## src/rtl/sst_pkg.sv

```systemverilog
package sst_pkg;
  localparam int unsigned DIV_W       = 16;
  localparam int unsigned OFS_CTRL    = 'h0;
  localparam int unsigned OFS_ALARM   = 'h4;
  localparam int unsigned OFS_COUNT   = 'h8;
  localparam int unsigned OFS_STAT    = 'hC;
  localparam int unsigned BIT_ALM_EN  = 16;
  localparam int unsigned BIT_INC_EN  = 17;
  localparam int unsigned BIT_RESTART = 18;
  localparam int unsigned FLG_ALM     = 0;
  localparam int unsigned FLG_INC     = 1;
  localparam int unsigned NUM_FLAGS   = 2;
endpackage

```

## src/rtl/sst_prescaler.sv

```systemverilog
module sst_prescaler #(
  parameter int unsigned W = 16
) (
  input  logic         clk,
  input  logic         rst,
  input  logic         restart,
  input  logic [W-1:0] div,
  output logic         tick
);
  logic [W-1:0] phase_q;

  // A divider of 0 wraps div-1 to all ones, giving 2**W cycles per tick.
  assign tick = (phase_q == (div - W'(1)));

  always_ff @(posedge clk) begin
    if (rst || restart) phase_q <= '0;
    else if (tick)      phase_q <= '0;
    else                phase_q <= phase_q + W'(1);
  end
endmodule

```

## src/rtl/sst_counter.sv

```systemverilog
module sst_counter #(
  parameter int unsigned W = 32
) (
  input  logic         clk,
  input  logic         rst,
  input  logic         restart,
  input  logic         tick,
  input  logic [W-1:0] alarm,
  output logic [W-1:0] count,
  output logic         inc_ev,
  output logic         alm_ev
);
  logic [W-1:0] next_cnt;

  assign next_cnt = count + W'(1);
  assign inc_ev   = tick && !restart;
  assign alm_ev   = inc_ev && (next_cnt == alarm) && (alarm != '1);

  always_ff @(posedge clk) begin
    if (rst || restart) count <= '0;
    else if (tick)      count <= next_cnt;
  end
endmodule

```

## src/rtl/sst_status.sv

```systemverilog
module sst_status #(
  parameter int unsigned N = 2
) (
  input  logic         clk,
  input  logic         rst,
  input  logic         rd_clr,
  input  logic [N-1:0] events,
  input  logic [N-1:0] enables,
  output logic [N-1:0] flags,
  output logic         irq
);
  always_ff @(posedge clk) begin
    if (rst) begin
      flags <= '0;
      irq   <= 1'b0;
    end else begin
      flags <= (rd_clr ? '0 : flags) | events;
      irq   <= |(flags & enables);
    end
  end
endmodule

```

## src/rtl/sec_timer.sv

```systemverilog
module sec_timer
  import sst_pkg::*;
#(
  parameter int unsigned ADDR_W = 4,
  parameter int unsigned DATA_W = 32
) (
  input  logic              clk,
  input  logic              rst,
  input  logic [ADDR_W-1:0] bus_addr,
  input  logic              bus_wr,
  input  logic              bus_rd,
  input  logic [DATA_W-1:0] bus_wdata,
  output logic [DATA_W-1:0] bus_rdata,
  output logic              irq
);
  logic [DIV_W-1:0]     div_q;
  logic                 alm_en_q, inc_en_q;
  logic [DATA_W-1:0]    alarm_q;
  logic [DATA_W-1:0]    count;
  logic                 tick, inc_ev, alm_ev, restart, rd_clr;
  logic [NUM_FLAGS-1:0] flags, events, enables;
  logic                 sel_ctrl, sel_alarm, sel_count, sel_stat;
  logic [DATA_W-1:0]    rd_ctrl, rd_stat, rd_mux;

  assign sel_ctrl  = (bus_addr == ADDR_W'(OFS_CTRL));
  assign sel_alarm = (bus_addr == ADDR_W'(OFS_ALARM));
  assign sel_count = (bus_addr == ADDR_W'(OFS_COUNT));
  assign sel_stat  = (bus_addr == ADDR_W'(OFS_STAT));
  assign restart   = bus_wr && sel_ctrl && bus_wdata[BIT_RESTART];
  assign rd_clr    = bus_rd && sel_stat;

  always_ff @(posedge clk) begin
    if (rst) begin
      div_q    <= '0;
      alm_en_q <= 1'b0;
      inc_en_q <= 1'b0;
      alarm_q  <= '1;
    end else if (bus_wr) begin
      if (sel_ctrl) begin
        div_q    <= bus_wdata[DIV_W-1:0];
        alm_en_q <= bus_wdata[BIT_ALM_EN];
        inc_en_q <= bus_wdata[BIT_INC_EN];
      end
      if (sel_alarm) alarm_q <= bus_wdata;
    end
  end

  sst_prescaler #(.W(DIV_W)) u_presc (
    .clk(clk), .rst(rst), .restart(restart), .div(div_q), .tick(tick)
  );

  sst_counter #(.W(DATA_W)) u_cnt (
    .clk(clk), .rst(rst), .restart(restart), .tick(tick), .alarm(alarm_q),
    .count(count), .inc_ev(inc_ev), .alm_ev(alm_ev)
  );

  always_comb begin
    events            = '0;
    events[FLG_ALM]   = alm_ev;
    events[FLG_INC]   = inc_ev;
    enables           = '0;
    enables[FLG_ALM]  = alm_en_q;
    enables[FLG_INC]  = inc_en_q;
  end

  sst_status #(.N(NUM_FLAGS)) u_stat (
    .clk(clk), .rst(rst), .rd_clr(rd_clr), .events(events),
    .enables(enables), .flags(flags), .irq(irq)
  );

  always_comb begin
    rd_ctrl              = '0;
    rd_ctrl[DIV_W-1:0]   = div_q;
    rd_ctrl[BIT_ALM_EN]  = alm_en_q;
    rd_ctrl[BIT_INC_EN]  = inc_en_q;
    rd_stat              = '0;
    rd_stat[NUM_FLAGS-1:0] = flags;
    if (sel_ctrl)       rd_mux = rd_ctrl;
    else if (sel_alarm) rd_mux = alarm_q;
    else if (sel_count) rd_mux = count;
    else if (sel_stat)  rd_mux = rd_stat;
    else                rd_mux = '0;
  end

  always_ff @(posedge clk) begin
    if (rst)         bus_rdata <= '0;
    else if (bus_rd) bus_rdata <= rd_mux;
  end
endmodule

```

## config.mk

```make
export PLATFORM = sky130hd
export DESIGN_NAME = sec_timer
export DESIGN_NICKNAME = d
export VERILOG_FILES = /design/src/rtl/sst_pkg.sv /design/src/rtl/sst_prescaler.sv /design/src/rtl/sst_counter.sv /design/src/rtl/sst_status.sv /design/src/rtl/sec_timer.sv
export SDC_FILE = /design/constraint.sdc
export NUM_CORES = 1
export LEC_CHECK = 0
export CORE_MARGIN = 5
export CORE_UTILIZATION = 40
export DETAILED_ROUTE_END_ITERATION = 6
export GPL_TIMING_DRIVEN = 0
export HOLD_SLACK_MARGIN = 0.06
export SYNTH_ARGS = -nofsm -noshare
export SYNTH_HDL_FRONTEND = slang
export SYNTH_SLANG_ARGS = --single-unit
```

## constraint.sdc

```tcl
create_clock -name clk -period 3.1 [get_ports clk]
set_input_delay 0.775 -clock clk [delete_from_list [all_inputs] [get_ports clk]]
set_output_delay 0.775 -clock clk [all_outputs]
set_load 0.01 [all_outputs]
```

After elaboration in Yosys (flattened, before gate mapping)
Cells that the tools add are included.
Widths: inputs -> output; s select.

word-level totals
  latch bits = 0
  input bits = 40
  register bits after elaboration = 133
  bits in read-only memories = 0
  memories kept = 0
  output and inout bits = 33
  RAM bits = 0
  word-level logic and storage cells = 38

operators by class
  bitwise logic cells = 2
  muxes and demuxes = 5
  order comparisons = 0
  shift operators = 0
  divide/modulo/power cells = 0
  $mul = 0
  equality and inequality tests = 6
  add/sub/neg operators = 3
  reduce and logical (&&, ||, !) cells = 13

operator list
  kind                   count
  $mux 32                3
  $add 32x1->32 const B  1
  $eq 32x32->1           1
  $ne 32x32->1 const B   1
  $add 16x1->16 const B  1
  $eq 16x16->1           1
  $sub 16x1->16 const B  1
  $eq 4x4->1 const B     2
  $logic_and 1x1->1      6
  $eq 4x3->1 const B     1
  $logic_not 4->1        1
  $mux 2                 2
  $reduce_and 2->1       2
  $reduce_or 2->1        2
  $and 2x2->2            1
  $or 2x2->2             1
  $logic_not 1->1        1
  $logic_or 1x1->1       1

Depth between registers and ports, before layout
  depth in word-level cells = 8
  depth in mapped cells = 13
  mapped depth without buffers = 9

Hierarchy
From an unflattened synthesis, not the netlist that was laid out.

second synthesis, totals
  cell total of the unflattened synthesis = 920
  area, all modules = 7294.5 um^2

by module, submodules not included
  module         sequential area each (um^2)  area each (um^2)  cells each  times used
  sec_timer      1641.6                       3464.6            436         1
  sst_counter    640.6                        2532.4            322         1
  sst_prescaler  320.3                        1196.1            151         1
  sst_status     60.1                         101.3             11          1

Worst setup path before layout
Ideal clock, no wire load.

  kind = register to register
  start = reg div_q[0]
  end = reg u_cnt.count[29]
  path buffers = 2
  clock period less this slack = 2.656 ns
  cell stages (with the launch flop) = 12
  setup slack = 0.444 ns
  data arrival time = 2.538 ns
  data required time = 2.982 ns
  library setup time = 0.118 ns
  cell sequence = dfxtp_1 > buf_2 > inv_1 > ha_1 > clkbuf_1 > o21ba_2 > a22oi_1 > o2111ai_1 > a2111oi_4 > o211ai_4 > or4_4 > mux2i_1

between the ends
  word-level cells in the longest chain between the ends = 2

RTL lines
  what                    line                 source
  start, declared         sec_timer.sv:16      logic [DIV_W-1:0] div_q;
  start signal, assigned  sec_timer.sv:40      div_q <= bus_wdata[DIV_W-1:0];
  $sub 16x1->16           sst_prescaler.sv:13  assign tick = (phase_q == (div - W'(1)));
  $eq 16x16->1            sst_prescaler.sv:13
  end signal, assigned    sst_counter.sv:21    else if (tick) count <= next_cnt;
  end, declared           sst_counter.sv:9     output logic [W-1:0] count,

Every way passes these cells.
A chain may end at the register's enable or synchronous reset.

Final worst setup path
  start = reg div_q[3]
  end = reg u_cnt.count[17]

The elaborated chain is that of the path after synthesis.

==> metrics <==
Seq/Total Area, Yosys 35.3%; core area 18600 µm²; I/O Buffers 72; Final Hold Fails 0; total die area around 22000 µm²; commonest non-fill, non-tap cells in the layout nand2_1, dfxtp_1, clkdlybuf4s50_1; Synth Area per Inst 7.87 µm²; Num CTS Buffers 17; Netlist cell types 63; largest area contributor in the netlist dfxtp_1; drt pass-1 iters 5; total global routing overflow 0; Final Max Tran Viols 0; Post-Syn Nets 1002; die width between 100 and 150 µm; Hold Path Stages 2; Peak supply drop 0.374 mV; pwr dens between 400 and 500 nW/µm²; Initial Util approximately two fifths; clk slew on worst S/H paths about 70 ps; 1st-iter DRT viols 664; outcome finished clean; total wire length 24.4 mm; final worst-path cycle share about 97%; Setup crit end kind register; maximum clock rate around 330 MHz; Avg Vias per Cell 5.72; Placer Congestion 0.917; clk root buf clkbuf_16; Hold Crit Class reg -> reg; Ys Warns 0; Slew @ Worst Pin ~1200 ps; initial antenna violation count 0; clk_lat worst skew roughly 430 ps; ys async rst share 0%; leakage roughly 0.0032 µW; # diodes 0; Rel. slew slack 22.1%; vias in the first global route between 7000 and 8000; max_cap viols 0; Synth Cell Area 7540 µm²; Design Power 4260 µW; Post-CTS Hold Fix Bufs 0; Rows 50; Synth Flop Type dfxtp_1; DR WL/cell around 19 µm; number of flops mapped to enable cells by yosys 0; Req. time, crit path 3450 ps; Die Y about 150 µm; largest net degree at the start of global routing 17; filler cell count 1865; dpl hpwl 18.2 mm; routed vias 7423; Final min period between 3000 and 4000 ps; Worst Path Class, Setup reg -> reg; CTS tree built; clock sinks 133; most common cell after layout, fill and taps aside nand2_1; Final Setup Violations 0; slack of the critical path around 85 ps; Total GRT Usage 22.5%; #FFs+latches synth approximately 130; top cells by area, synth dfxtp_1, nand2_1, xnor2_1; TNS Setup 0 ps; Multi-input gate area 4610 µm²; DRC viols 0; layout cell share with drive strength beyond 1 6.77%; Reg area about 2700 µm²; post-synthesis instance total approximately 960; Non-Filler Instances 1297; CP Max Fanout 7; area delta synth->final 23.0%; type of origin of the critical path register; placed cell count between 1000 and 1500; total number of H-tree levels 4; first-pass GRT wire length 39.0 mm; top cell type's share of synthesized area a little over a third; Routed Antenna Nets 0; nets@finish between 1000 and 1500; final setup skew ~15 ps; Worst R2R Path Depth 10; worst-case clock buffer depth 2; final core occ ~50%; critical path arrival 3370 ps; io pins between 70 and 80; dpl ws -689 ps
-- routing by layer --
metal / wire length [µm] / track usage [%] / vias to the layer above
li1: - / - / 3621
met1: 10900 / 29.7 / 3544
met2: 11800 / 37.2 / 206
met3: 1130 / 3.86 / 52
met4: 595 / 7.88 / 0
met5: 0 / 0 / -
-- flip-flops by register name, indices dropped and copies added, names as in the netlist --
signal and flops:
alarm_q 32, bus_rdata 32, u_cnt.count 32, div_q 16, u_presc.phase_q 16, u_stat.flags 2, alm_en_q 1, inc_en_q 1
u_stat.irq 1
-- timing repair --
item / CTS / global route
endpoints found under the setup margin: 47 / 44
buffers inserted: 1 / 3
pin swaps: 3 / 4
endpoints found under the hold margin: 0 / 0
resized for setup: 10 / 12
-- critical path, stage by stage, from the launching register on --
cell and delay [ps]:
dfxtp_1 290, buf_2 180, nor4_4 430, buf_4 200, nand4b_1 110, xnor2_1 300
and4b_1 310, o2111ai_4 220, buf_4 240, or4_1 500, a21oi_1 150
-- layout make-up --
cell class                 instances  share of cell area [%]
multi-input combinational        735                    49.7
clock inverter                    13                    1.83
buffer                            77                    3.37
timing repair buffer              76                    8.09
inverter                          10                   0.405
clock buffer                      19                    4.77
tap                              234                    3.16
sequential                       133                    28.7
-- final timing paths --
| kind | startpoint | end | slack (ps) |
|---|---|---|---|
| min | bus_rdata[19] | bus_rdata[19] | 490 |
| max | div_q[3] | u_cnt.count[17] | 80 |
| min reg2reg | bus_rdata[19] | bus_rdata[19] | 490 |
| max reg2reg | div_q[3] | u_cnt.count[17] | 80 |
-- cell families (layout without fill, tap and decap cells) --
logic type	after synthesis	after routing	synth area share (%)
DFF	133	133	35.3
xor gates and xnor gates	75	75	8.71
adders and majority gates	3	3	0.498
and+or+nand+nor	431	431	30.1
muxes	24	24	3.23
AOI/OAI and AO/OA	202	202	17.4
buffers and inverters	91	195	4.73
-- synthesized netlist by cell type (all sizes together) (12+ instances only) --
master,instances
or4,13
a22oi,18
a211oi,21
nand3b,32
nor2b,19
o21ai,44
mux2i,21
nand2,146
xor2,33
dfxtp,133
clkbuf,71
or3,25
nand4,29
o31ai,12
nor2,70
xnor2,42
nand3,24
and3,15
and4,16
a21oi,66
-- power breakdown --
part / switching (µW) / internal, µW / leakage (µW) / total [µW]
combinational: 191 / 162 / 0.00184 / 352
sequential: 31.1 / 1740 / 0.00108 / 1770
clock: 837 / 1300 / 0.000291 / 2130
total: 1060 / 3200 / 0.00321 / 4260
-- metrics by stage --
step | instance area [µm²] | hold slack, ps
after floorplan | 7540 | 435
after global placement | 8560 | 460
after detailed placement | 8560 | 476
after CTS | 9220 | 487
after global routing | 9280 | 500
final | 9280 | 487
Power figures use the tool's default switching activity.
